[src/rtl/ptc_pkg.sv]
// Shared types for the phase tracking controller.
package ptc_pkg;
    typedef enum logic {
        ST_IDLE  = 1'b0,
        ST_ISSUE = 1'b1
    } ptc_state_t;
endpackage

[src/rtl/ptc_sample_hold.sv]
// Holds the most recent error sample until the step generator is free.
// Assumes: a new strobe outranks a consume in the same cycle; when the loop
// is disabled, the held sample is dropped.
module ptc_sample_hold #(
    parameter int ERR_W = 10
) (
    input  logic             clk,
    input  logic             rst_n,
    input  logic             enable,
    input  logic             smp_valid,
    input  logic [ERR_W-1:0] smp_err,
    input  logic             take,
    output logic             pend,
    output logic [ERR_W-1:0] held_err
);
    // Capture a new sample, or clear the flag once it has been consumed.
    always_ff @(posedge clk) begin
        if (!rst_n) begin
            pend     <= 1'b0;
            held_err <= '0;
        end else if (!enable) begin
            pend <= 1'b0;
        end else if (smp_valid) begin
            pend     <= 1'b1;
            held_err <= smp_err;
        end else if (take) begin
            pend <= 1'b0;
        end
    end
endmodule

[src/rtl/ptc_pi_law.sv]
// Combinational PI law: target = (kp*e + ki*(cur+e)) >>> FRAC_SH.
// Outputs the saturated step count and direction toward the target.
// Assumes: unsigned gains; the internal width leaves room for every product.
module ptc_pi_law #(
    parameter int ERR_W   = 10,
    parameter int GAIN_W  = 8,
    parameter int FRAC_SH = 4,
    parameter int PH_W    = 16,
    parameter int STEP_W  = 6
) (
    input  logic [ERR_W-1:0]  err,
    input  logic [PH_W-1:0]   cur,
    input  logic [GAIN_W-1:0] kp,
    input  logic [GAIN_W-1:0] ki,
    input  logic [STEP_W-1:0] max_steps,
    output logic [STEP_W-1:0] cnt,
    output logic              dir_up
);
    localparam int SUM_W = GAIN_W + PH_W + ERR_W + 2;

    logic signed [SUM_W-1:0] ev, cv, kpv, kiv, mx;
    logic signed [SUM_W-1:0] acc, wanted, delta, neg;

    assign ev  = {{(SUM_W-ERR_W){err[ERR_W-1]}}, err};
    assign cv  = {{(SUM_W-PH_W){1'b0}}, cur};
    assign kpv = {{(SUM_W-GAIN_W){1'b0}}, kp};
    assign kiv = {{(SUM_W-GAIN_W){1'b0}}, ki};
    assign mx  = {{(SUM_W-STEP_W){1'b0}}, max_steps};

    // Wanted phase and signed distance to it.
    always_comb begin
        acc    = kpv * ev + kiv * (cv + ev);
        wanted = acc >>> FRAC_SH;
        delta  = wanted - cv;
        neg    = -delta;
    end

    // Clamp the magnitude to max_steps while keeping the sign.
    always_comb begin
        dir_up = !delta[SUM_W-1];
        if (delta > mx) begin
            cnt = max_steps;
        end else if (neg > mx) begin
            cnt = max_steps;
        end else if (dir_up) begin
            cnt = delta[STEP_W-1:0];
        end else begin
            cnt = neg[STEP_W-1:0];
        end
    end
endmodule

[src/rtl/ptc_step_gen.sv]
// Issues one step pulse per clock and tracks the wrapped phase count.
// Assumes: range_lim >= 1 and the count stays below range_lim.
module ptc_step_gen #(
    parameter int PH_W   = 16,
    parameter int STEP_W = 6
) (
    input  logic              clk,
    input  logic              rst_n,
    input  logic              enable,
    input  logic              start,
    input  logic [STEP_W-1:0] load_cnt,
    input  logic              load_up,
    input  logic [PH_W-1:0]   range_lim,
    output logic              step_up,
    output logic              step_dn,
    output logic [PH_W-1:0]   phase,
    output logic              busy
);
    import ptc_pkg::*;

    ptc_state_t        state;
    logic [STEP_W-1:0] remain;
    logic              dir_q;
    logic [PH_W-1:0]   ph_inc, ph_dec;

    // Neighbouring counts with wrap at both ends of the period.
    always_comb begin
        ph_inc = (phase == range_lim - 1'b1) ? '0 : phase + 1'b1;
        ph_dec = (phase == '0) ? range_lim - 1'b1 : phase - 1'b1;
    end

    // Train sequencing, phase update and registered pulse outputs.
    always_ff @(posedge clk) begin
        if (!rst_n) begin
            state   <= ST_IDLE;
            remain  <= '0;
            dir_q   <= 1'b0;
            phase   <= '0;
            step_up <= 1'b0;
            step_dn <= 1'b0;
        end else begin
            step_up <= 1'b0;
            step_dn <= 1'b0;
            if (!enable) begin
                state  <= ST_IDLE;
                remain <= '0;
            end else begin
                case (state)
                    ST_IDLE: begin
                        if (start && load_cnt != '0) begin
                            state  <= ST_ISSUE;
                            remain <= load_cnt;
                            dir_q  <= load_up;
                        end
                    end
                    ST_ISSUE: begin
                        phase   <= dir_q ? ph_inc : ph_dec;
                        step_up <= dir_q;
                        step_dn <= !dir_q;
                        remain  <= remain - 1'b1;
                        if (remain == 1) begin
                            state <= ST_IDLE;
                        end
                    end
                    default: state <= ST_IDLE;
                endcase
            end
        end
    end

    assign busy = (state == ST_ISSUE);
endmodule

[src/rtl/phase_track_ctrl.sv]
// Top of the PI phase tracking controller: holds samples, applies the PI
// law against its own phase count and sends the result as step pulses.
// Assumes: samples arrive far slower than the pulse rate.
module phase_track_ctrl #(
    parameter int ERR_W   = 10,
    parameter int GAIN_W  = 8,
    parameter int FRAC_SH = 4,
    parameter int PH_W    = 16,
    parameter int STEP_W  = 6
) (
    input  logic              clk,
    input  logic              rst_n,
    input  logic              enable,
    input  logic              smp_valid,
    input  logic [ERR_W-1:0]  smp_err,
    input  logic [GAIN_W-1:0] kp,
    input  logic [GAIN_W-1:0] ki,
    input  logic [PH_W-1:0]   range_lim,
    input  logic [STEP_W-1:0] max_steps,
    output logic              step_up,
    output logic              step_dn,
    output logic [PH_W-1:0]   phase,
    output logic              busy
);
    logic              pend, take, dir_up;
    logic [ERR_W-1:0]  held_err;
    logic [STEP_W-1:0] cnt;

    assign take = pend && !busy;

    ptc_sample_hold #(.ERR_W(ERR_W)) u_hold (
        .clk(clk), .rst_n(rst_n), .enable(enable),
        .smp_valid(smp_valid), .smp_err(smp_err), .take(take),
        .pend(pend), .held_err(held_err)
    );

    ptc_pi_law #(
        .ERR_W(ERR_W), .GAIN_W(GAIN_W), .FRAC_SH(FRAC_SH),
        .PH_W(PH_W), .STEP_W(STEP_W)
    ) u_law (
        .err(held_err), .cur(phase), .kp(kp), .ki(ki),
        .max_steps(max_steps), .cnt(cnt), .dir_up(dir_up)
    );

    ptc_step_gen #(.PH_W(PH_W), .STEP_W(STEP_W)) u_steps (
        .clk(clk), .rst_n(rst_n), .enable(enable), .start(take),
        .load_cnt(cnt), .load_up(dir_up), .range_lim(range_lim),
        .step_up(step_up), .step_dn(step_dn), .phase(phase), .busy(busy)
    );
endmodule

[config.mk]
export PLATFORM = sky130hd
export DESIGN_NAME = phase_track_ctrl
export DESIGN_NICKNAME = d
export VERILOG_FILES = /design/src/rtl/ptc_pkg.sv /design/src/rtl/ptc_sample_hold.sv /design/src/rtl/ptc_pi_law.sv /design/src/rtl/ptc_step_gen.sv /design/src/rtl/phase_track_ctrl.sv
export SDC_FILE = /design/constraint.sdc
export NUM_CORES = 1
export LEC_CHECK = 0
export BUFFER_PORTS_ARGS = -buffer_cell sky130_fd_sc_hd__buf_4
export CORE_ASPECT_RATIO = 0.7
export CORE_MARGIN = 10
export CORE_UTILIZATION = 30
export CTS_CLUSTER_SIZE = 30
export DETAILED_ROUTE_END_ITERATION = 10
export GPL_TIMING_DRIVEN = 1
export PLACE_DENSITY = 0.47
export SLEW_MARGIN = 20
export SYNTH_ARGS = -nofsm -noshare
export SYNTH_HDL_FRONTEND = slang
export SYNTH_SLANG_ARGS = --single-unit
[constraint.sdc]
create_clock -name clk -period 23 [get_ports clk]
set_input_delay 1.15 -clock clk [delete_from_list [all_inputs] [get_ports clk]]
set_output_delay 1.15 -clock clk [all_outputs]
set_load 0.03 [all_outputs]
==> impl_results.md <==
* Status: finished, final reports clean
* Core Rows at 70
* Setup tns final at 0 ns
* Yosys warns at 0
* Worst Max-Slew Pin Slew at between 1 and 1.5 ns
* Peak VDD IR at ~0.00008 V
* Fin worst setup slack at 9.57 ns
* RSZ-0062 raised after global routing: no
* Antenna viol nets, final at 0
* Synth Cell Area at 16000 um2
* Cts bufs inserted at 5
* Core area at approximately 52000 um2
* Total die area at 63100 um2
* DR WL/cell at approximately 17 um
* Critical Path Fanout Max at 10
* CTS resizes at 0
* Slew Limit Fails at 0
* CP max stage delay at 0.69 ns
* Dominant synthesized flop cell: dfxtp_1
* Ys async rst share at 0%
* Top Layer Used: met4
* ANT cells at 0
* Met3 WL at 2460 um
* DR iter-0 viols at 936
* DRT met1 WL at 23600 um
* Clock Latency Late Sink at 0.31 ns
* Worst hold slack at 0.541 ns
* H-tree Lvls at 2
* Final Util at 33.0%
* TritonCTS clock tree: done
* Vias in the first global route at 13887
* CP arrival at roughly 14 ns
* Worst-path clk slew at 0.07 ns
* Max-cap violations at 0
* Hold buffers post-CTS at 0
* Delay-heaviest family, CP: compound AO/OA/AOI/OAI gates
* Max-slew headroom at roughly 28%
* Syn Nets at 2418
* Synth-to-Final Area Change at 8.27%
* Crit. End Element: register
* Avg Cell Area, Syn at 8.09 um2
* Root buffer cell: clkbuf_16
* Routed wire length at around 46000 um
* Power per Cell Area at around 110 nW/um2
* Final Setup Violations at 0
* Post-synthesis sequential area ratio at between 4 and 5%
* Gate Count Post-Synth at 1977
* Dpl ws at about 9.6 ns
* Cell leakage power at between 0.008 and 0.009 uW
* Fin crit share at a little under 60%
* Setup crit start kind: register
* I/O pin total at 71
* Post-synth EDFFs at 0
* Share of Yosys cell area claimed by the top area cell type at between 20 and 30%
* Met2 WL at 20200 um
* Final HPWL DP at between 30000 and 40000 um
* Gpl congestion at 0.888
* Initial Util at 30.5%
* Synth top area cells: fa_1 (29%), ha_1 (12%), inv_1 (8.1%)
* Gr ovfl total at 0
* Slowest cell on crit path: xnor2_1
* Layout cells sized above 1 at 6.39%
* Hold violation total from the final report at 0
* Gr usage total at 15.0%
* Post-synth cell types at 99
* Crit path time final at around 13 ns
* Clock Skew at 0.0112 ns
* Buf/Inv on CP at 3
* DRT Pass-1 Iters at 6
* # nets final at 2428
* Vias at ~14000
* Largest net degree at the start of global routing at 34
* Postcts setup bufs at 0
* Drt via density at 5.08
* Initial antenna violation count at 0
* Clock tree buffer depth at 2
* Worst EP required at between 20 and 25 ns
* Post-route DRC at 0
* WS Path Type: reg2reg
* IO Port Bufs at 70
* Die width at 296 um
* Leading area contributor after synthesis: fa_1
* CTS Sinks at 37
* First-pass GRT wire length at 76500 um
* Fmax at 74.4 MHz
* Worst hold path type: reg2reg
* Fillers at 5563
* Register bit total from synthesis at 37
* Die H at 213 um
==> through the flow <==
stage	cells	area (um2)	power (uW)
2_1_floorplan	1977	16000	1390
3_3_place_gp	2663	17100	1740
3_5_place_dp	2663	17100	1750
4_1_cts	2671	17300	1860
5_1_grt	2672	17300	2090
6_report	2672	17300	1880
==> power breakdown <==
group	leakage (uW)	switching, uW	internal, uW
sequential	0.000300	6.44	65.8
combinational	0.00789	1050	656
clock	0.0000944	35.5	62.8
==> worst paths after layout <==
path / start / endpoint / slack [ns] / cells past startpoint
setup / recovery: u_steps.phase[1] / u_steps.remain[1] / 9.57 / 47
hold / removal: u_steps.remain[1] / u_steps.remain[1] / 0.54 / 2
setup reg to reg: u_steps.phase[1] / u_steps.remain[1] / 9.57 / 47
hold reg to reg: u_steps.remain[1] / u_steps.remain[1] / 0.54 / 2
==> per-layer routing <==
layer	global-route usage, %	vias to the layer above
met1	22.7	6710
met2	23.3	332
met4	0.996	0
li1	-	6522
met5	0	-
met3	1.71	15
==> cell usage in the layout, fill, tap and decap left out, types with 8 or more instances in the layout <==
master and instances:
nand3_1 33, o21a_1 13, nand4_1 24, o211a_1 8
o32ai_1 12, xnor2_1 96, or3_1 10, o211ai_1 13
a211oi_1 15, xor2_1 30, nor2b_1 20, o21bai_1 20
a22oi_1 14, a31oi_1 11, fa_1 235, nor3_1 49
buf_4 74, and3_1 21, ha_1 154, nor2_1 75
a21boi_0 16, a21o_1 34, nand2_1 239, a21oi_1 71
dfxtp_1 37, inv_1 343, o21ai_0 56, nor4_1 14
and2_1 101, nand2b_1 9
==> cell type report <==
class / count / area, um2 / area share, %
multi-input combinational: 1523 / 13700 / 78.9
inverter: 345 / 1290 / 7.48
tap: 684 / 856 / 4.94
sequential: 37 / 741 / 4.28
timing repair buffer: 75 / 561 / 3.24
clock buffer: 5 / 125 / 0.723
clock inverter: 3 / 68.8 / 0.398
==> synthesized netlist by cell type, types with 8 or more instances <==
library cell and count:
a31oi_1 11, clkbuf_1 61, nand2b_1 9, xor2_1 30, o21bai_1 20, nor2_1 75
dfxtp_1 37, a22oi_1 14, xnor2_1 96, o21a_1 13, a211oi_1 15, and3_1 21
o21ai_0 56, o32ai_1 12, nand4_1 24, nor3_1 49, o211ai_1 13, fa_1 235
o211a_1 8, nand2_1 239, a21oi_1 71, inv_1 343, nor2b_1 20, or3_1 10
ha_1 154, a21o_1 34, a21boi_0 16, nand3_1 33, nor4_1 14, and2_1 102
==> state kept, by name, summed over array words and instances (netlist names) <==
signal,count
u_steps.dir_q,1
u_steps.busy,1
u_hold.held_err,10
u_steps.phase,16
u_steps.remain,6
u_steps.step_dn,1
u_steps.step_up,1
u_hold.pend,1
==> worst register-to-register path, delay by kind of cell, from the launching register on <==
kind	cells	cell delay (ns)
AOI/OAI and AO/OA	25	5.23
adders and majority gates	9	4.27
and+or+nand+nor	6	1.56
xor gates and xnor gates	3	1.04
DFF	1	0.61
muxes	1	0.49
buffers and inverters	3	0.16
==> cells by family (layout without fill, tap and decap cells) <==
family / Yosys count / count (layout) / synth area share [%]
AO/OA/AOI/OAI: 355 / 355 / 15.9
flip-flops: 37 / 37 / 4.63
adder cells (fa/ha/maj): 390 / 390 / 41.5
XOR/XNOR: 127 / 127 / 7.01
AND/OR/NAND/NOR: 639 / 639 / 20.1
buffers and inverters: 417 / 428 / 9.96
multiplexers: 12 / 12 / 0.814
(Power assumes the default switching activity.)
